<file path="config.mk">
export PLATFORM = sky130hd
export DESIGN_NAME = crc_serial_div
export DESIGN_NICKNAME = d
export VERILOG_FILES = /design/src/rtl/crc_div_pkg.sv /design/src/rtl/crc_div_shift.sv /design/src/rtl/crc_div_ctrl.sv /design/src/rtl/crc_serial_div.sv
export SDC_FILE = /design/constraint.sdc
export NUM_CORES = 1
export LEC_CHECK = 0
export BUFFER_PORTS_ARGS = -buffer_cell sky130_fd_sc_hd__buf_2
export CORE_MARGIN = 4
export CORE_UTILIZATION = 40
export CTS_CLUSTER_DIAMETER = 80
export DETAILED_ROUTE_END_ITERATION = 7
export PLACE_DENSITY_LB_ADDON = 0.1
export SYNTH_ARGS = -nofsm -noshare
export SYNTH_HDL_FRONTEND = slang
export SYNTH_SLANG_ARGS = --single-unit
</file>
<file path="constraint.sdc">
create_clock -name clk -period 1.8 [get_ports clk]
set_clock_uncertainty 0.05 [all_clocks]
set_input_delay 0.27 -clock clk [delete_from_list [all_inputs] [get_ports clk]]
set_output_delay 0.27 -clock clk [all_outputs]
set_load 0.1 [all_outputs]
</file>
<file path="src/rtl/crc_div_pkg.sv">
// Package: shared state encoding for the serial CRC divider.
// Assumes: nothing beyond IEEE 1800-2017.
package crc_div_pkg;
    typedef enum logic [1:0] {
        ST_IDLE = 2'd0,   // waiting for start
        ST_RECV = 2'd1,   // accepting message bits
        ST_PAD  = 2'd2,   // feeding R zero bits (generate mode)
        ST_FIN  = 2'd3    // one-cycle finish
    } div_state_t;
endpackage

</file>
<file path="src/rtl/crc_div_shift.sv">
// Module: remainder register with one division step per enabled clock.
// What it does: shifts din_i in at bit 0 and applies the generator feedback
// selected by the bit leaving the top.
// Assumes: POLY holds the low R coefficients, and the top coefficient is implicit.
module crc_div_shift #(
    parameter int          R    = 4,
    parameter logic [R-1:0] POLY = 4'b0011
) (
    input  logic         clk,
    input  logic         rst_n,
    input  logic         clr_i,
    input  logic         en_i,
    input  logic         din_i,
    output logic [R-1:0] rem_o
);
    logic [R-1:0] rem_q;
    logic [R-1:0] rem_nxt;
    logic         top_bit;

    assign top_bit = rem_q[R-1];

    // Per-bit next value: shifted bit XOR gated tap.
    generate
        for (genvar g = 0; g < R; g++) begin : g_bit
            if (g == 0) begin : g_low
                assign rem_nxt[g] = din_i ^ (top_bit & POLY[g]);
            end else begin : g_up
                assign rem_nxt[g] = rem_q[g-1] ^ (top_bit & POLY[g]);
            end
        end
    endgenerate

    // Register update: clear on start, step when enabled.
    always_ff @(posedge clk) begin
        if (!rst_n || clr_i) rem_q <= '0;
        else if (en_i)       rem_q <= rem_nxt;
    end

    assign rem_o = rem_q;

    assert_clear_R1: assert property (@(posedge clk) disable iff (!rst_n)
        clr_i |=> (rem_q == '0));
    assert_hold_R6: assert property (@(posedge clk) disable iff (!rst_n)
        (!clr_i && !en_i) |=> $stable(rem_q));
endmodule

</file>
<file path="src/rtl/crc_div_ctrl.sv">
// Module: sequencer for the divider.
// What it does: tracks receive/pad/finish phases, counts R pad steps and
// latches the mode at start.
// Assumes: start_i may arrive at any time and restarts the message.
module crc_div_ctrl
    import crc_div_pkg::*;
#(
    parameter int R = 4,
    localparam int CW = $clog2(R + 1)
) (
    input  logic       clk,
    input  logic       rst_n,
    input  logic       start_i,
    input  logic       chk_mode_i,
    input  logic       valid_i,
    input  logic       last_i,
    input  logic       bit_i,
    output logic       clr_o,
    output logic       step_o,
    output logic       din_o,
    output logic       chk_o,
    output div_state_t state_o
);
    div_state_t    st_q, st_d;
    logic [CW-1:0] cnt_q;
    logic          chk_q;

    // Next-state decision; start takes priority in every state.
    always_comb begin
        st_d = st_q;
        if (start_i) st_d = ST_RECV;
        else begin
            case (st_q)
                ST_IDLE: st_d = ST_IDLE;
                ST_RECV: if (valid_i && last_i) st_d = chk_q ? ST_FIN : ST_PAD;
                ST_PAD:  if (cnt_q == CW'(1)) st_d = ST_FIN;
                ST_FIN:  st_d = ST_IDLE;
                default: st_d = ST_IDLE;
            endcase
        end
    end

    // State, pad counter and mode registers.
    always_ff @(posedge clk) begin
        if (!rst_n) begin
            st_q  <= ST_IDLE;
            cnt_q <= '0;
            chk_q <= 1'b0;
        end else begin
            st_q <= st_d;
            if (start_i) begin
                chk_q <= chk_mode_i;
                cnt_q <= '0;
            end else if (st_q == ST_RECV && valid_i && last_i) begin
                cnt_q <= CW'(R);
            end else if (st_q == ST_PAD) begin
                cnt_q <= cnt_q - CW'(1);
            end
        end
    end

    assign clr_o   = start_i;
    assign step_o  = !start_i && ((st_q == ST_RECV && valid_i) || st_q == ST_PAD);
    assign din_o   = (st_q == ST_RECV) ? bit_i : 1'b0;
    assign chk_o   = chk_q;
    assign state_o = st_q;

    assert_pad_count_R4: assert property (@(posedge clk) disable iff (!rst_n)
        (st_q == ST_PAD) |-> (cnt_q != '0 && cnt_q <= CW'(R)));
    assert_check_no_pad_R7: assert property (@(posedge clk) disable iff (!rst_n)
        (chk_q && !start_i && st_q == ST_RECV) |=> (st_q != ST_PAD));
    assert_fin_single_R6: assert property (@(posedge clk) disable iff (!rst_n)
        (st_q == ST_FIN) |=> (st_q != ST_FIN));
endmodule

</file>
<file path="src/rtl/crc_serial_div.sv">
// Module: top of the bit-serial augmented CRC divider.
// What it does: joins sequencer and remainder register, and derives busy, done
// and the check-mode error flag.
// Assumes: POLY[0] == 1 and R between 1 and 32.
module crc_serial_div
    import crc_div_pkg::*;
#(
    parameter int           R    = 4,
    parameter logic [R-1:0] POLY = 4'b0011
) (
    input  logic         clk,
    input  logic         rst_n,
    input  logic         start_i,
    input  logic         chk_mode_i,
    input  logic         bit_i,
    input  logic         valid_i,
    input  logic         last_i,
    output logic         busy_o,
    output logic         done_o,
    output logic [R-1:0] rem_o,
    output logic         err_o
);
    logic       clr, step, din, chk;
    div_state_t st;
    logic       fin_seen_q;

    crc_div_ctrl #(.R(R)) i_ctrl (
        .clk(clk), .rst_n(rst_n), .start_i(start_i), .chk_mode_i(chk_mode_i),
        .valid_i(valid_i), .last_i(last_i), .bit_i(bit_i),
        .clr_o(clr), .step_o(step), .din_o(din), .chk_o(chk), .state_o(st)
    );

    crc_div_shift #(.R(R), .POLY(POLY)) i_shift (
        .clk(clk), .rst_n(rst_n), .clr_i(clr), .en_i(step), .din_i(din),
        .rem_o(rem_o)
    );

    // Remembers that the current message has finished, until the next start.
    always_ff @(posedge clk) begin
        if (!rst_n || start_i)  fin_seen_q <= 1'b0;
        else if (st == ST_FIN)  fin_seen_q <= 1'b1;
    end

    assign busy_o = (st == ST_RECV) || (st == ST_PAD);
    assign done_o = (st == ST_FIN);
    assign err_o  = chk && (done_o || fin_seen_q) && (rem_o != '0);

    assert_busy_done_R5: assert property (@(posedge clk) disable iff (!rst_n)
        !(busy_o && done_o));
    assert_done_pulse_R6: assert property (@(posedge clk) disable iff (!rst_n)
        done_o |=> !done_o);
    assert_err_idle_R8: assert property (@(posedge clk) disable iff (!rst_n)
        err_o |-> !busy_o);
    assert_rem_stable_R6: assert property (@(posedge clk) disable iff (!rst_n)
        (!busy_o && !start_i) |=> $stable(rem_o));
endmodule

</file>
# Word level (Yosys, flattened, before mapping)

Index checks and enable logic that the tools add are counted.
Widths: inputs -> output; s select.

Register bits: 11
Input port bits: 7
Output and inout port bits: 7

Muxes and demuxes: 8
Bitwise logic cells: 3
Equality and inequality tests: 8
Reductions and logical operators: 20
$add $sub $neg: 1

Operator list:

| cell                | number |
|---|---|
| $logic_and 1x1->1   | 6 |
| $mux 3              | 2 |
| $ne 3x2->1 const B  | 2 |
| $pmux 2 s3          | 1 |
| $eq 2x2->1 const B  | 2 |
| $logic_or 1x1->1    | 4 |
| $mux 2              | 2 |
| $ne 2x1->1 const B  | 2 |
| $reduce_and 2->1    | 2 |
| $reduce_bool 4->1   | 1 |
| $reduce_or 2->1     | 2 |
| $eq 3x1->1 const B  | 1 |
| $mux 1              | 3 |
| $reduce_or 3->1     | 1 |
| $sub 3x1->3 const B | 1 |
| $eq 2x1->1 const B  | 1 |
| $logic_not 1->1     | 2 |
| $logic_not 2->1     | 1 |
| $reduce_bool 2->1   | 1 |
| $xor 1x1->1         | 2 |
| $not 1->1           | 1 |

# Logic depth before layout (Yosys ltp)

Gate-level depths: netlist of the first run.

Depth after elaboration: 4
Depth in mapped cells: 5
Mapped depth without buffers: 5

# By module

Synthesis of the first run repeated with hierarchy kept, for this count alone.

Cells, all modules: 66
Area total of the unflattened synthesis: 604.3 sq um

Modules (own cells, without submodules):

| module         | instances | area an instance (sq um) | cells an instance | sequential area each (sq um) |
|---|---|---|---|---|
| crc_div_ctrl   | 1         | 372.9                    | 42                | 120.1 |
| crc_div_shift  | 1         | 173.9                    | 18                | 80.1 |
| crc_serial_div | 1         | 57.6                     | 6                 | 20.0 |

# Worst setup path after synthesis of the first run

Ideal clock, no wire load.

Path type: reg-to-output
Start point: reg i_ctrl.st_q[0] (netlist: i_ctrl.state_o[0])
End point: out err_o
Arrival time: 3.558 ns
Path buffers: 0
Slack: -2.078 ns
Stages on the path, launching flop included: 4
Cell sequence: dfxtp_1 ha_1 nor2_1 nor3b_1

Longest elaborated chain between the ends: 4

RTL lines:

| element                         | RTL line             | RTL |
|---|---|---|
| start, declared                 | crc_div_ctrl.sv:24   | `div_state_t st_q, st_d;` |
| start signal, assigned          | crc_div_ctrl.sv:50   | `st_q <= st_d;` |
| $eq 2x2->1                      | crc_serial_div.sv:45 | `assign done_o = (st == ST_FIN);` |
| named net done_o                | crc_serial_div.sv:19 | `output logic done_o,` |
| $logic_or 1x1->1                | crc_serial_div.sv:46 | `assign err_o = chk && (done_o \|\| fin_seen_q) && (rem_o != '0);` |
| $logic_and 1x1->1 (2 in series) | crc_serial_div.sv:46 |  |
| end, declared                   | crc_serial_div.sv:21 | `output logic err_o` |

The timed path passes the listed nets, and every way through them passes these cells.

# Worst setup path in the final report of the first run

Start point: reg i_shift.rem_q[3] (netlist: i_shift.rem_o[3])
End point: out err_o

Longest elaborated chain between the ends: 2

RTL lines:

| element                | RTL line             | RTL |
|---|---|---|
| start, declared        | crc_div_shift.sv:16  | `logic [R-1:0] rem_q;` |
| start signal, assigned | crc_div_shift.sv:36  | `else if (en_i) rem_q <= rem_nxt;` |
| $reduce_bool 4->1      | crc_serial_div.sv:46 |  |
| $logic_and 1x1->1      | crc_serial_div.sv:46 |  |

No other way between the ends.

==> flow_metrics.env, run 1 <==
export IMPL_ir_worst_vdd_mv=0.4610
export IMPL_dp_hpwl_um=946.7
export IMPL_leakage_nw=0.3540
export IMPL_viasPerCell=4.830
export IMPL_cp_max_fo=5
export IMPL_yosysWarnings=0
export IMPL_grt_pass1_wl_um=2076
export IMPL_syn_area_um2=635.6
export IMPL_synthCells=64
export IMPL_clkTransAtPathRegs_ns=0.07
export IMPL_status="finished clean"
export IMPL_ys_seq_elements=11
export IMPL_grt_max_degree=9
export IMPL_synth_cell_types=22
export IMPL_crit_buf_inv=1
export IMPL_cts_root_buf="clkbuf_4"
export IMPL_die_area_um2=2291
export IMPL_final_common_cell="buf_2"
export IMPL_cts_sinks=11
export IMPL_wirelength_um=1193
export IMPL_slowest_stage="nor4_1"
export IMPL_syn_to_final_growth_pct=25.00
export IMPL_fin_ws_ns=0.1100
export IMPL_cts_resized=0
export IMPL_grt_usage_pct=13.83
export IMPL_slowest_delay_ns=0.46
export IMPL_worst_setup_path_type="flip-flop to primary output"
export IMPL_pre_cts_ws_ns=0.2618
export IMPL_critPathTopFamily="simple AND/OR/NAND/NOR gates"
export IMPL_cts_setup_buffers=0
export IMPL_port_buffers=13
export IMPL_die_y_um=47.86
export IMPL_layout_common_cells="11 x buf_2, 9 x nor2_1, 7 x dfxtp_1"
export IMPL_fp_dieW_um=47.86
export IMPL_first_pass_iters=3
export IMPL_drcViolationCount=0
export IMPL_hold_class="primary input to flip-flop"
export IMPL_synth_fp_nets=78
export IMPL_clock_fmax_mhz=591.7
export IMPL_core_um2=1506
export IMPL_fin_setup_tns_ns=0
export IMPL_place_congestion=0.7763
export IMPL_fin_area_um2=794.5
export IMPL_grt_setup_unrepaired="no"
export IMPL_period_needed_ns=1.690
export IMPL_ant_nets=0
export IMPL_io_pins=14
export IMPL_startpoint_type="flip-flop"
export IMPL_detail_route_iter0_violations=2
export IMPL_slew_limit_headroom_pct=68.28
export IMPL_numCtsBuffers=3
export IMPL_drive_gt1_share_pct=35.90
export IMPL_power_density_nw_per_um2=831.7
export IMPL_fin_util_pct=52.74
export IMPL_crit_chain="nor4_1 > nor3b_4 > buf_12"
export IMPL_syn_avg_cell_area_um2=9.931
export IMPL_start_util_pct=42.19
export IMPL_worst_pin_slew_ns=0.4714
export IMPL_hold_violations=0
export IMPL_cts_tree="yes"
export IMPL_worstSetupEndpointType="primary output"
export IMPL_power_w=0.0006608
export IMPL_clock_latency_ns=0.27
export IMPL_place_area_um2=768.2
export IMPL_htreeDepth=1
export IMPL_grt_pass1_vias=453
export IMPL_drv_slew=0
export IMPL_drv_cap=0
export IMPL_ctsHoldBuffers=0
export IMPL_post_route_period_util_pct=93.89
export IMPL_required_ns=1.48
export IMPL_worstPathArrival_ns=1.37
export IMPL_dr_total_vias=454
export IMPL_setup_viol=0
export IMPL_overflow=0
export IMPL_synth_seq_area_share_pct=34.65
export IMPL_cts_buffer_depth=2
export IMPL_wl_per_cell_um=12.69
export IMPL_layout_nets=93
export IMPL_grt_antenna_before_repair=0
export IMPL_num_rows=14
export IMPL_n_antenna_cell=0
==> power breakdown <==
group,switching (W),total [W],internal (W),leakage [nW]
clock network,0.0000851,0.000171,0.0000858,0.0150
registers,0.0000159,0.000271,0.000255,0.0920
logic,0.000139,0.000219,0.0000800,0.247
==> per-stage QoR <==
stage | hold slack (ns) | cells
6_report | 0.1873 | 94
5_1_grt | 0.2185 | 94
3_3_place_gp | 0.4514 | 90
2_1_floorplan | 0.3463 | 64
4_1_cts | 0.1753 | 94
3_5_place_dp | 0.4682 | 90
==> kinds of logic (layout without fill, tap and decap cells) <==
family,count (synthesis),after routing,synth area share [%]
compound gates,11,11,17.13
xor+xnor,4,4,5.513
fa+ha+maj,7,7,13.78
buf+inv,9,23,7.676
flops,11,11,34.65
mux,4,4,7.086
simple gates,18,18,14.17
==> synthesized netlist by cell type <==
| cell type | instances | area [um2] |
|---|---|---|
| a2111oi_4 | 1 | 27.53 |
| ha_1 | 7 | 87.58 |
| buf_4 | 2 | 15.01 |
| a211oi_2 | 1 | 12.51 |
| a21o_1 | 2 | 15.01 |
| nor2_1 | 10 | 37.54 |
| mux2i_1 | 3 | 30.03 |
| xor2_1 | 2 | 17.52 |
| nand2_1 | 2 | 7.510 |
| nand3_1 | 1 | 5.000 |
| nand2b_1 | 2 | 12.51 |
| dfxtp_1 | 11 | 220.2 |
| inv_1 | 6 | 22.52 |
| mux2_4 | 1 | 15.01 |
| nand2b_4 | 1 | 13.76 |
| nor4_1 | 1 | 6.260 |
| a211oi_1 | 5 | 37.54 |
| a21oi_1 | 1 | 5.000 |
| xnor2_1 | 2 | 17.52 |
| buf_6 | 1 | 11.26 |
| nor3b_1 | 1 | 7.510 |
| a21boi_2 | 1 | 11.26 |
==> worst paths after layout <==
kind / start / endpoint / slack, ns / depth (start not counted)
worst min-delay path: chk_mode_i / i_ctrl.chk_o$_SDFFE_PN0P_ / 0.19 / 3
worst max-delay path: i_shift.rem_o[3]$_SDFFE_PP0P_ / err_o / 0.11 / 3
worst max register to register: i_ctrl.state_o[1]$_SDFFE_PP0P_ / i_ctrl.state_o[0]$_SDFFE_PN0P_ / 0.26 / 5
worst min register to register: i_ctrl.cnt_q[1]$_SDFFE_PP0N_ / i_ctrl.cnt_q[1]$_SDFFE_PP0N_ / 0.47 / 2
==> state kept, by name (all words and copies together) (netlist names) <==
signal / count
fin_seen_q: 1
i_shift.rem_o: 4
i_ctrl.cnt_q: 3
i_ctrl.chk_o: 1
i_ctrl.state_o: 2
==> routing by layer <==
metal  wire [um]  global-route usage (%)  part of all wire, %  vias to the layer above
li1            -                       -                    -                      245
met1         573                   16.37                   48                      198
met2         546                   20.32                   46                        9
met3          59                   7.143                  4.9                        2
met4          13                   6.989                  1.1                        0
met5           0                       0                    0                        -
==> tightest hold or removal path: stages <==
cell     delay (ns)
buf_2          0.08
mux2i_1        0.06
nor2_1         0.07
==> cell type report <==
cell class | count | area, um2
Multi-Input combinational cell | 44 | 397.9
Sequential cell | 11 | 232.7
Tap cell | 16 | 20.02
Fill cell | 139 | 711.9
Clock buffer | 4 | 26.28
Inverter | 6 | 22.52
Timing Repair Buffer | 13 | 95.09
(Power assumes the default switching activity.)
==> run 2: changes to the inputs <==
Settings changed: BUFFER_PORTS_ARGS -buffer_cell sky130_fd_sc_hd__buf_2 to not set, DONT_BUFFER_PORTS set to 1.
==> run 2 against run 1 <==
  * Clock power barely moved
  * First-iteration DRC count rose to 3.5 times the previous value
  * Die area did not move
  * Cell area fell by 2.2%
  * Combinational power fell by 2%
  * Non-clock buffer count fell by 6
  * Sequential share of layout area rose by 0.66 points
  * Fmax fell by 0.23%
  * Wire length fell by 3.0%
  * Utilization fell by 1.2 points
  * Register-to-register slack barely moved
  * Worst hold slack got worse by 0.094 ns
==> flow_metrics.env, run 2 (synthesis results as in run 1) <==
export IMPL_io_pins=14
export IMPL_busiest_layer="met1"
export IMPL_seq_area_um2=232.7
export IMPL_dp_cells=84
export IMPL_cts_sinks=11
export IMPL_n_antenna_cell=0
export IMPL_ff2ff_path_depth=5
export IMPL_num_rows=14
export IMPL_cts_root_buf="clkbuf_4"
export IMPL_detail_route_iter0_violations=7
export IMPL_min_from="rst_n"
export IMPL_slew_limit_headroom_pct=66.07
export IMPL_period_needed_ns=1.694
export IMPL_dr_total_vias=440
export IMPL_core_um2=1506
export IMPL_ctsHoldBuffers=0
export IMPL_dp_hpwl_um=920.3
export IMPL_layout_common_cells="9 x nor2_1, 7 x dfxtp_1, 6 x inv_1, 6 x ha_1"
export IMPL_htreeDepth=1
export IMPL_required_ns=1.48
export IMPL_ant_nets=0
export IMPL_hold_class="primary input to flip-flop"
export IMPL_worstPathArrival_ns=1.37
export IMPL_timing_rr_start="i_ctrl.state_o[1]$_SDFFE_PP0P_"
export IMPL_viasPerCell=5.000
export IMPL_r2r_setup_slack_ns=0.27
export IMPL_layoutNonFillerInstCount=88
export IMPL_port_buffers=0
export IMPL_largest_register_ffs=4
export IMPL_first_pass_iters=3
export IMPL_grt_usage_pct=12.19
export IMPL_start_util_pct=42.19
export IMPL_drive_gt1_share_pct=30.56
export IMPL_worstReg2RegEnd="i_ctrl.state_o[0]$_SDFFE_PN0P_"
export IMPL_layout_nets=87
export IMPL_place_area_um2=750.7
export IMPL_clock_latency_ns=0.27
export IMPL_hold_ws_ns=0.09347
export IMPL_cts_buffer_depth=2
export IMPL_cts_resized=0
export IMPL_drcViolationCount=0
export IMPL_worst_pin_slew_ns=0.5043
export IMPL_numCtsBuffers=3
export IMPL_min_to="i_ctrl.state_o[0]$_SDFFE_PN0P_"
export IMPL_critPathLaunch="i_shift.rem_o[3]$_SDFFE_PP0P_"
export IMPL_cts_setup_buffers=0
export IMPL_grt_pass1_wl_um=1849
export IMPL_ir_worst_vdd_mv=0.3796
export IMPL_clock_fmax_mhz=590.4
export IMPL_die_area_um2=2291
export IMPL_hold_violations=0
export IMPL_grt_antenna_before_repair=0
export IMPL_drv_cap=0
export IMPL_status="finished clean"
export IMPL_power_density_nw_per_um2=841.0
export IMPL_grt_pass1_vias=410
export IMPL_holdPathStages=2
export IMPL_syn_to_final_growth_pct=22.24
export IMPL_cts_tree="yes"
export IMPL_fin_util_pct=51.58
export IMPL_met2_usage_pct=15.57
export IMPL_fp_dieW_um=47.86
export IMPL_die_y_um=47.86
export IMPL_cp_max_fo=2
export IMPL_grt_setup_unrepaired="no"
export IMPL_post_route_period_util_pct=94.10
export IMPL_fillers=139
export IMPL_clkTransAtPathRegs_ns=0.07
export IMPL_wirelength_um=1157
export IMPL_worstSetupEndpointType="primary output"
export IMPL_multi_input_area_um2=397.9
export IMPL_worst_setup_path_type="flip-flop to primary output"
export IMPL_setup_viol=0
export IMPL_power_w=0.0006535
export IMPL_grtUsageMet3_pct=7.895
export IMPL_overflow=0
export IMPL_final_common_cell="nor2_1"
export IMPL_startpoint_type="flip-flop"
export IMPL_leakage_nw=0.3299
export IMPL_wl_per_cell_um=13.15
export IMPL_drv_slew=0
export IMPL_grt_max_degree=9
export IMPL_grt_use_met1_pct=16.67
export IMPL_fin_area_um2=777.0
export IMPL_place_congestion=0.7306
==> run 2: cell types whose count changed in the layout (fill, tap and decap cells not counted) <==
| cell | previous run | this run |
|---|---|---|
| buf_2 | 11 | 0 |
| buf_4 | 0 | 5 |
==> run 2: power breakdown <==
part	switching (W)	internal, W
Sequential	0.0000139	0.000255
Clock	0.0000844	0.0000859
Combinational	0.000136	0.0000777
==> run 2: through the flow <==
step | setup slack, ns | setup TNS [ns]
after global placement | 0.2830 | 0
after CTS | 0.08022 | 0
final | 0.1062 | 0
after global routing | 0.04876 | 0
after floorplan | -0.1452 | -0.1452
after detailed placement | 0.2601 | 0
==> run 2: worst max-delay path by stage <==
stage	endpoint	slack, ns
finish	err_o	0.11
global route	err_o	0.05
CTS	err_o	0.08
detailed placement	i_ctrl.state_o[0]$_SDFFE_PN0P_	0.26
global placement	i_ctrl.state_o[0]$_SDFFE_PN0P_	0.28
floorplan	err_o	-0.15
==> run 2: cell type report <==
| class | count | share of cell area, % |
|---|---|---|
| sequential | 11 | 29.95 |
| inverter | 6 | 2.899 |
| clock buffer | 4 | 3.382 |
| tap | 16 | 2.576 |
| multi-input combinational | 44 | 51.21 |
| timing repair buffer | 7 | 9.984 |
==> run 2: per-layer routing <==
layer | part of all wire, % | routed length (um)
met5 | 0 | 0
met4 | 0 | 0
met3 | 8.7 | 101
met2 | 41 | 472
met1 | 50 | 583
==> run 2: worst max-delay path, stage by stage (launching register included) <==
cell and delay [ns]:
dfxtp_4 0.34, nor4_1 0.48, nor3b_4 0.09, buf_12 0.18
